`src/rtl/sdm3_pkg.sv`:
```
package sdm3_pkg;

   localparam int NPOL = 3;

   typedef enum logic [1:0] {
      POL_STATIC_HIT   = 2'd0,
      POL_STATIC_HITMS = 2'd1,
      POL_BIMODAL_HIT  = 2'd2
   } pol_e;

   typedef enum logic [1:0] {
      REQ_DEMAND    = 2'd0,
      REQ_PREFETCH  = 2'd1,
      REQ_WRITEBACK = 2'd2
   } req_e;

   // XOR key that marks a sample set of group g, for a field of width w
   function automatic logic [31:0] group_key(input int g, input int w);
      logic [31:0] k;
      k = '0;
      for (int i = 0; i < w; i++) begin
         case (g)
            0:       k[i] = 1'b0;
            1:       k[i] = 1'b1;
            default: k[i] = (i % 2 == 0);
         endcase
      end
      return k;
   endfunction

endpackage

```
`src/rtl/sdm3_member_dec.sv`:
```
module sdm3_member_dec
   import sdm3_pkg::*;
#(
   parameter int IDX_W = 10,
   parameter int GRP_W = 5
) (
   input  logic [IDX_W-1:0] idx,
   output logic [NPOL-1:0]  mon_oh
);

   logic [GRP_W-1:0] hi_f;
   logic [GRP_W-1:0] lo_f;
   logic [GRP_W-1:0] diff;

   assign hi_f = idx[IDX_W-1 -: GRP_W];
   assign lo_f = idx[GRP_W-1:0];
   assign diff = hi_f ^ lo_f;

   for (genvar g = 0; g < NPOL; g++) begin : g_key
      localparam logic [31:0] KEY_FULL = group_key(g, GRP_W);
      localparam logic [GRP_W-1:0] KEY = KEY_FULL[GRP_W-1:0];
      assign mon_oh[g] = (diff == KEY);
   end

endmodule

```
`src/rtl/sdm3_cnt_bank.sv`:
```
module sdm3_cnt_bank
   import sdm3_pkg::*;
#(
   parameter int CNT_W   = 10,
   parameter int UP_STEP = 2,
   parameter int DN_STEP = 1
) (
   input  logic                           clk,
   input  logic                           rst_n,
   input  logic                           upd_req,
   input  logic [NPOL-1:0]                upd_oh,
   output logic [NPOL-1:0][CNT_W-1:0]     cnt_q
);

   localparam logic [CNT_W-1:0] CNT_MAX   = '1;
   localparam logic [CNT_W-1:0] CNT_MID   = {1'b1, {(CNT_W-1){1'b0}}};
   localparam logic [CNT_W-1:0] UP_V      = CNT_W'(UP_STEP);
   localparam logic [CNT_W-1:0] DN_V      = CNT_W'(DN_STEP);
   localparam logic [CNT_W-1:0] TOP_LIMIT = CNT_MAX - UP_V;

   logic [NPOL-1:0] top_sat;
   logic [NPOL-1:0] bot_sat;
   logic            blocked;
   logic            apply;

   for (genvar g = 0; g < NPOL; g++) begin : g_sat
      assign top_sat[g] = cnt_q[g] > TOP_LIMIT;
      assign bot_sat[g] = cnt_q[g] < DN_V;
   end

   // all-or-nothing: any bound hit by any participant freezes the bank
   assign blocked = |(upd_oh & top_sat) | |(~upd_oh & bot_sat);
   assign apply   = upd_req & ~blocked;

   for (genvar g = 0; g < NPOL; g++) begin : g_cnt
      always_ff @(posedge clk or negedge rst_n) begin
         if (!rst_n) begin
            cnt_q[g] <= CNT_MID;
         end else if (apply) begin
            if (upd_oh[g]) cnt_q[g] <= cnt_q[g] + UP_V;
            else           cnt_q[g] <= cnt_q[g] - DN_V;
         end
      end
   end

endmodule

```
`src/rtl/sdm3_min_pick.sv`:
```
module sdm3_min_pick
   import sdm3_pkg::*;
#(
   parameter int CNT_W = 10
) (
   input  logic [NPOL-1:0][CNT_W-1:0] cnt,
   output logic [1:0]                 pick
);

   logic [CNT_W-1:0] best;

   // strict compare keeps the lower index on ties
   always_comb begin
      pick = 2'd0;
      best = cnt[0];
      for (int g = 1; g < NPOL; g++) begin
         if (cnt[g] < best) begin
            best = cnt[g];
            pick = 2'(g);
         end
      end
   end

endmodule

```
`src/rtl/sdm3_policy_select.sv`:
```
module sdm3_policy_select
   import sdm3_pkg::*;
#(
   parameter int IDX_W    = 10,
   parameter int MON_SETS = 32,
   parameter int CNT_W    = 10,
   parameter int UP_STEP  = 2,
   parameter int DN_STEP  = 1
) (
   input  logic             clk,
   input  logic             rst_n,
   input  logic [IDX_W-1:0] set_idx,
   input  logic             miss_valid,
   input  logic [1:0]       req_kind,
   output logic [1:0]       policy_sel
);

   localparam int GRP_W = $clog2(MON_SETS);

   if (IDX_W < 2 * GRP_W) begin : g_chk_idx
      $error("set index too narrow for the sample groups");
   end
   if ((1 << GRP_W) != MON_SETS || GRP_W < 2) begin : g_chk_mon
      $error("MON_SETS must be a power of two, at least 4");
   end
   if (CNT_W < 3 || UP_STEP < 1 || DN_STEP < 1 || UP_STEP >= (1 << (CNT_W-1))) begin : g_chk_cnt
      $error("counter width or steps out of range");
   end

   logic [NPOL-1:0]            mon_oh;
   logic [NPOL-1:0][CNT_W-1:0] cnt_q;
   logic [1:0]                 min_code;
   logic [1:0]                 mon_code;
   logic                       is_demand;
   logic                       upd_req;

   sdm3_member_dec #(.IDX_W(IDX_W), .GRP_W(GRP_W)) dec_i (
      .idx    (set_idx),
      .mon_oh (mon_oh)
   );

   assign is_demand = (req_kind == REQ_DEMAND);
   assign upd_req   = miss_valid & is_demand & (|mon_oh);

   sdm3_cnt_bank #(.CNT_W(CNT_W), .UP_STEP(UP_STEP), .DN_STEP(DN_STEP)) bank_i (
      .clk     (clk),
      .rst_n   (rst_n),
      .upd_req (upd_req),
      .upd_oh  (mon_oh),
      .cnt_q   (cnt_q)
   );

   sdm3_min_pick #(.CNT_W(CNT_W)) pick_i (
      .cnt  (cnt_q),
      .pick (min_code)
   );

   always_comb begin
      mon_code = 2'd0;
      for (int g = 0; g < NPOL; g++) begin
         if (mon_oh[g]) mon_code = 2'(g);
      end
   end

   assign policy_sel = (|mon_oh) ? mon_code : min_code;

endmodule

```
`config.mk`:
```
export PLATFORM = sky130hd
export DESIGN_NAME = sdm3_policy_select
export DESIGN_NICKNAME = d
export VERILOG_FILES = /design/src/rtl/sdm3_pkg.sv /design/src/rtl/sdm3_member_dec.sv /design/src/rtl/sdm3_cnt_bank.sv /design/src/rtl/sdm3_min_pick.sv /design/src/rtl/sdm3_policy_select.sv
export SDC_FILE = /design/constraint.sdc
export NUM_CORES = 1
export LEC_CHECK = 0
export BUFFER_PORTS_ARGS = -buffer_cell sky130_fd_sc_hd__buf_4
export CAP_MARGIN = 20
export CORE_MARGIN = 1.5
export CORE_UTILIZATION = 55
export CTS_CLUSTER_DIAMETER = 40
export CTS_CLUSTER_SIZE = 30
export DETAILED_ROUTE_END_ITERATION = 8
export PLACE_DENSITY = 0.8
export REMOVE_ABC_BUFFERS = 1
export SYNTH_ARGS = -nofsm -noshare
export SYNTH_HDL_FRONTEND = slang
export SYNTH_SLANG_ARGS = --single-unit
```
`constraint.sdc`:
```
create_clock -name clk -period 4.35 [get_ports clk]
set_input_delay 0.6525 -clock clk [delete_from_list [all_inputs] [get_ports clk]]
set_output_delay 0.6525 -clock clk [all_outputs]
set_load 0.01 [all_outputs]
```
* Word level (Yosys, flattened, before mapping)
Index checks and enable logic that the tools add are counted.
** Storage, ports and cells
- Input port bits :: 15
- Bits in registers :: 30
- Output and inout bits :: 2
- Word-level logic and storage cells :: 42
** Cells by class
- Muxes and demuxes :: 9
- Add/subtract/negate cells :: 6
- Order comparisons :: 8
- Bitwise operators :: 9
- Reductions and logical operators :: 5
- Equal/unequal tests :: 2
** Operators by type and width (number)
- $mux 10 :: 4
- $add 10x2->10 const B :: 3
- $gt 10x10->1 const B :: 3
- $lt 10x1->1 const B :: 3
- $sub 10x1->10 const B :: 3
- $lt 10x10->1 :: 2
- $eq 5x5->1 const B :: 2
- $reduce_or 3->1 :: 3
- $and 3x3->3 :: 2
- $mux 2 :: 3
- $logic_not 5->1 :: 1
- $xor 5x5->5 :: 1
- $and 1x1->1 :: 3
- $not 3->3 :: 1
- $logic_not 2->1 :: 1
- $mux 1 :: 2
- $not 1->1 :: 1
- $or 1x1->1 :: 1

* Longest topological paths before layout
- Word-level depth :: 8
- Depth in mapped cells :: 17
- Mapped depth without buffers :: 15

* Hierarchy
From an unflattened synthesis, not the netlist that was laid out.
** Unflattened totals
- Cells, all modules :: 313
- Area, all modules :: 2860.2 µm²
** By module, submodules not included
- sdm3_cnt_bank :: cells each 223, seq. area each 754.5 µm², area an instance 2152.1 µm², instances 1
- sdm3_min_pick :: cells each 73, seq. area each 0.0 µm², area an instance 588.1 µm², instances 1
- sdm3_member_dec :: cells each 10, seq. area each 0.0 µm², area an instance 73.8 µm², instances 1
- sdm3_policy_select :: cells each 7, seq. area each 0.0 µm², area an instance 46.3 µm², instances 1

* Least setup slack after synthesis
OpenSTA, ideal clock, no wires.
- Path type :: flip-flop to output port
- From :: register bank_i.cnt_q[3] (netlist name)
- To :: output port policy_sel[1]
- Data arrival time :: 3312 ps
- Setup slack :: 385 ps
- Required time :: 3697 ps
- Cell stages (with the launch flop) :: 17
- Buffers on the path :: 2
- Path through :: dfrtp_1 -> buf_2 -> inv_1 -> ha_1 -> a21o_1 -> a21oi_1 -> o221ai_1 -> a211oi_1 -> clkbuf_1 -> nor2_1 -> a21oi_1 -> ha_1 -> a21o_1 -> a21o_1 -> a211oi_1 -> nand3_1 -> o31ai_1
** On the way
- Longest elaborated chain between the ends :: 5
** RTL lines
- start, declared :: line sdm3_cnt_bank.sv:12 : output logic [NPOL-1:0][CNT_W-1:0] cnt_q
- start signal, assigned by index :: line sdm3_cnt_bank.sv:40 : if (upd_oh[g]) cnt_q[g] <= cnt_q[g] + UP_V;
- start signal, assigned by index :: line sdm3_cnt_bank.sv:41 : else cnt_q[g] <= cnt_q[g] - DN_V;
- $lt 10x10->1 :: line sdm3_min_pick.sv:17 : if (cnt[g] < best) begin
- $mux 10 (*) :: line sdm3_min_pick.sv:17
- $lt 10x10->1 (*) :: line sdm3_min_pick.sv:17
- $mux 2 (*) :: line sdm3_min_pick.sv:17
- $mux 2 (*) :: line sdm3_policy_select.sv:65 : assign policy_sel = (|mon_oh) ? mon_code : min_code;
- end, declared :: line sdm3_policy_select.sv:15 : output logic [1:0] policy_sel
Every way passes the cells marked *; elsewhere a longest branch is shown, timed or not.

* Final worst setup path
Ends and elaborated chain as after synthesis.

==> qor.yml <==
clock_network:
  clockRootBuffer: "clkbuf_8"
  max-clock-path-buffers: 2
  insertion_delay_ns: 0.30
  cts_sinks: 30
  cts_buffers: 5
  cts_tree: "done"
  clk_pin_slew_ns: 0.07
  ctsHtreeMaxLevel: 2
placement:
  io_buffers: 16
  dp_hpwl_um: 5490
  gp_congestion: 0.952
  place_area_um2: 3080
  dpl.cell_count: 412
  dp_slack_ns: 0.227
worst_setup_path:
  rr_startpoint: "bank_i.cnt_q[11]$_DFFE_PN0P_"
  startpoint: "bank_i.cnt_q[3]$_DFFE_PN0P_"
  regToRegEndpoint: "bank_i.cnt_q[12]$_DFFE_PN0P_"
  critical_path_class: "flop to primary output"
  cpPeakStageDelay_ns: 0.40
  crit_buf_inv: 3
  reg2reg_slack_ns: 1.81
  end_kind: "primary output"
  crit_arrival_ns: 3.66
  cp_data_required_time_ns: 3.70
  crit_path_max_fanout: 5
  cp.depth: 15
  crit_slowest_cell: "dfrtp_1"
  endpoint: "policy_sel[1]"
  cpMostUsedCell: "a21o_1"
  crit_family: "compound AO/OA/AOI/OAI gates"
  ff2ff_path_depth: 9
  cp_cell_sequence: "inv_2 > ha_4 > a21o_1 > a21oi_2 > o221ai_2 > a211oi_4 > buf_2 > a21oi_1 > ha_1 > a21o_1 > a21o_1 > a211oi_2 > nand3_1 > o31ai_2 > buf_4"
  start_kind: "flop"
power_and_ir_drop:
  vdd_drop_max_mv: 0.363
  p_leak_nw: 1.36
  fin_total_pwr_mw: 1.64
  power_per_cell_area_nw_per_um2: 498
cells_and_area:
  area_growth_pct: 14.9
  reg.largest.list: "bank_i.cnt_q (30)"
  drive_above_1_share_pct: 20.7
  fin_util_pct: 65.1
  largest_reg_flops: 30
  fin_area_um2: 3280
  num_antenna_cells: 0
  largest_register: "bank_i.cnt_q"
  fin_cells: 427
  nets: 405
grt:
  grt_pass1_vias: 2551
  use_met2_pct: 44.8
  grt_overflow: 0
  grt_antenna_before_repair: 0
  met3_usage_pct: 4.42
  grtUsageMet1_pct: 40.9
  top_usage_layer: "met2"
  grtUsageTotal_pct: 29.2
  grt_pass1_wl_um: 12300
  grt_max_degree: 31
timing:
  drv_slew: 0
  max_freq_ghz: 0.232
  fin_crit_sh_pct: 99.0
  setup_slack_ns: 0.0417
  period_needed_ns: 4.31
  hold_ws_ns: 0.286
  setup_viol: 0
  finalHoldViolCount: 0
  worstMarginPinSlew_ns: 0.998
  slew_headroom_pct: 33.0
  finClkSkew_ns: 0.0160
  setup_tns_ns: 0
run:
  drv_cap: 0
route:
  drt_wl_total_um: 7980
  wl_per_cell_um: 18.7
  via_count: 2782
  antenna_left: 0
  post-route-drc-count: 0
  via_per_inst: 6.52
  dr.pass1.iters: 6
  drt_iter0_drc: 232
yosys:
  synth_mux_area_share_pct: 2.58
  ys_seq_elements: 30
  syn_avg_cell_area_um2: 8.63
  yosys.area_share.xor_xnor_pct: 9.81
  synth_top_area_share_pct: 23.6
  yosys.area_share.simple_pct: 23.3
  synthTopCellsByArea: "dfrtp_1 24%, ha_1 14%, xnor2_1 7.0%"
  synth_fa_ha_area_share_pct: 14.4
  synth.distinct_cells: 52
  synth_edf_count: 0
  yosys_warnings: 0
  netlist_instances: 331
  synth_top_family_by_area: "simple AND/OR/NAND/NOR gates"
  synth_compound_area_share_pct: 18.5
  ys_async_sr_fraction_pct: 100
  synth-seq-area-share_pct: 26.4
  synth_top_area_cell: "dfrtp_1"
  synthesis.area_um2: 2860
  ys.flop_type: "dfrtp_1"
die:
  die_h_um: 75.1
  die_x_um: 75.1
  initial_core_util_pct: 56.7
  dieArea_um2: 5640
  coreArea_um2: 5040
  row_count: 26
  ios: 17
run_status:
  outcome: "finished clean"
min_path:
  hp-class: "input pin to async pin"
-- synthesized netlist by cell type, types with 2 or more instances --
cell type / n
ha_1: 33
nand3_1: 32
dfrtp_1: 27
nor2_1: 24
xnor2_1: 23
a21oi_1: 19
inv_1: 18
nand2_1: 14
nand4_1: 13
nor3_1: 10
o211ai_1: 10
xor2_1: 9
buf_2: 8
clkbuf_1: 7
a21o_1: 6
and4_1: 5
nor4_1: 5
a211o_1: 4
a211oi_1: 4
a211oi_2: 4
a21boi_0: 4
mux2i_1: 4
o21ai_0: 4
a22o_1: 3
dfstp_2: 3
mux2_2: 3
nor2b_1: 3
a31o_2: 2
and2_1: 2
and3_1: 2
nand2b_1: 2
nor3b_1: 2
nor4bb_1: 2
o2bb2ai_1: 2
-- worst register-to-register path: stages (launching register included) --
cell      delay [ns]
dfrtp_1         0.53
inv_1           0.19
ha_1            0.28
nor3b_1         0.16
nand3_1         0.12
o211ai_1        0.15
a211oi_2        0.25
buf_4           0.29
and2_1          0.31
a22oi_1         0.14
-- repair_timing --
action	in CTS	in global routing
endpoints found under the hold margin	0	0
hold buffers	0	0
cloned	0	2
gates resized for setup	5	16
endpoints found under the setup margin	1	2
buffers inserted	1	5
pin swaps	1	5
-- cell usage in the layout, fill, tap and decap left out, types with 5 or more instances in the layout --
master,netlist,routed
xnor2_1,23,23
inv_1,18,15
ha_1,33,32
o211ai_1,10,10
nor4_1,5,5
nand3_1,32,32
a21oi_1,19,16
clkbuf_8,0,5
nor2_1,24,24
nand2_1,14,14
a211oi_2,4,5
xor2_1,9,9
nor3_1,10,9
nand4_1,13,13
dfrtp_1,27,24
a21o_1,6,6
buf_4,1,33
-- report_power, final --
part	internal [mW]	switching, mW
sequential	0.331	0.0843
clock	0.110	0.109
combinational	0.428	0.573
-- final cells by class --
class | count | area (um2)
Multi-Input combinational cell | 267 | 2030
Fill cell | 422 | 1760
Clock buffer | 7 | 76.3
Inverter | 18 | 67.6
Sequential cell | 30 | 758
Timing Repair Buffer | 35 | 264
Tap cell | 70 | 87.6
-- per-layer routing --
metal / wire (um) / up-vias
met1: 3430 / 1337
met3: 619 / 29
li1: - / 1272
met5: 0 / -
met2: 3720 / 144
met4: 214 / 0
-- logic make-up after synthesis --
| kind of cell | after synthesis |
|---|---|
| flops | 30 |
| mux | 7 |
| xor+xnor | 32 |
| simple gates | 123 |
| fa+ha+maj | 33 |
| buf+inv | 34 |
| compound gates | 72 |
-- worst min path at each step --
stage | startpoint | end | slack [ns] | depth (start not counted)
finish | rst_n | bank_i.cnt_q[6]$_DFFE_PN0P_ | 0.29 | 1
global route | rst_n | bank_i.cnt_q[8]$_DFFE_PN0P_ | 0.33 | 1
CTS | rst_n | bank_i.cnt_q[6]$_DFFE_PN0P_ | 0.31 | 1
detailed placement | bank_i.cnt_q[9]$_DFFE_PN1P_ | bank_i.cnt_q[9]$_DFFE_PN1P_ | 0.51 | 1
global placement | bank_i.cnt_q[9]$_DFFE_PN1P_ | bank_i.cnt_q[9]$_DFFE_PN1P_ | 0.51 | 1
floorplan | rst_n | bank_i.cnt_q[0]$_DFFE_PN0P_ | 0.36 | 0
Note: power is estimated with default switching activity, not from simulation.
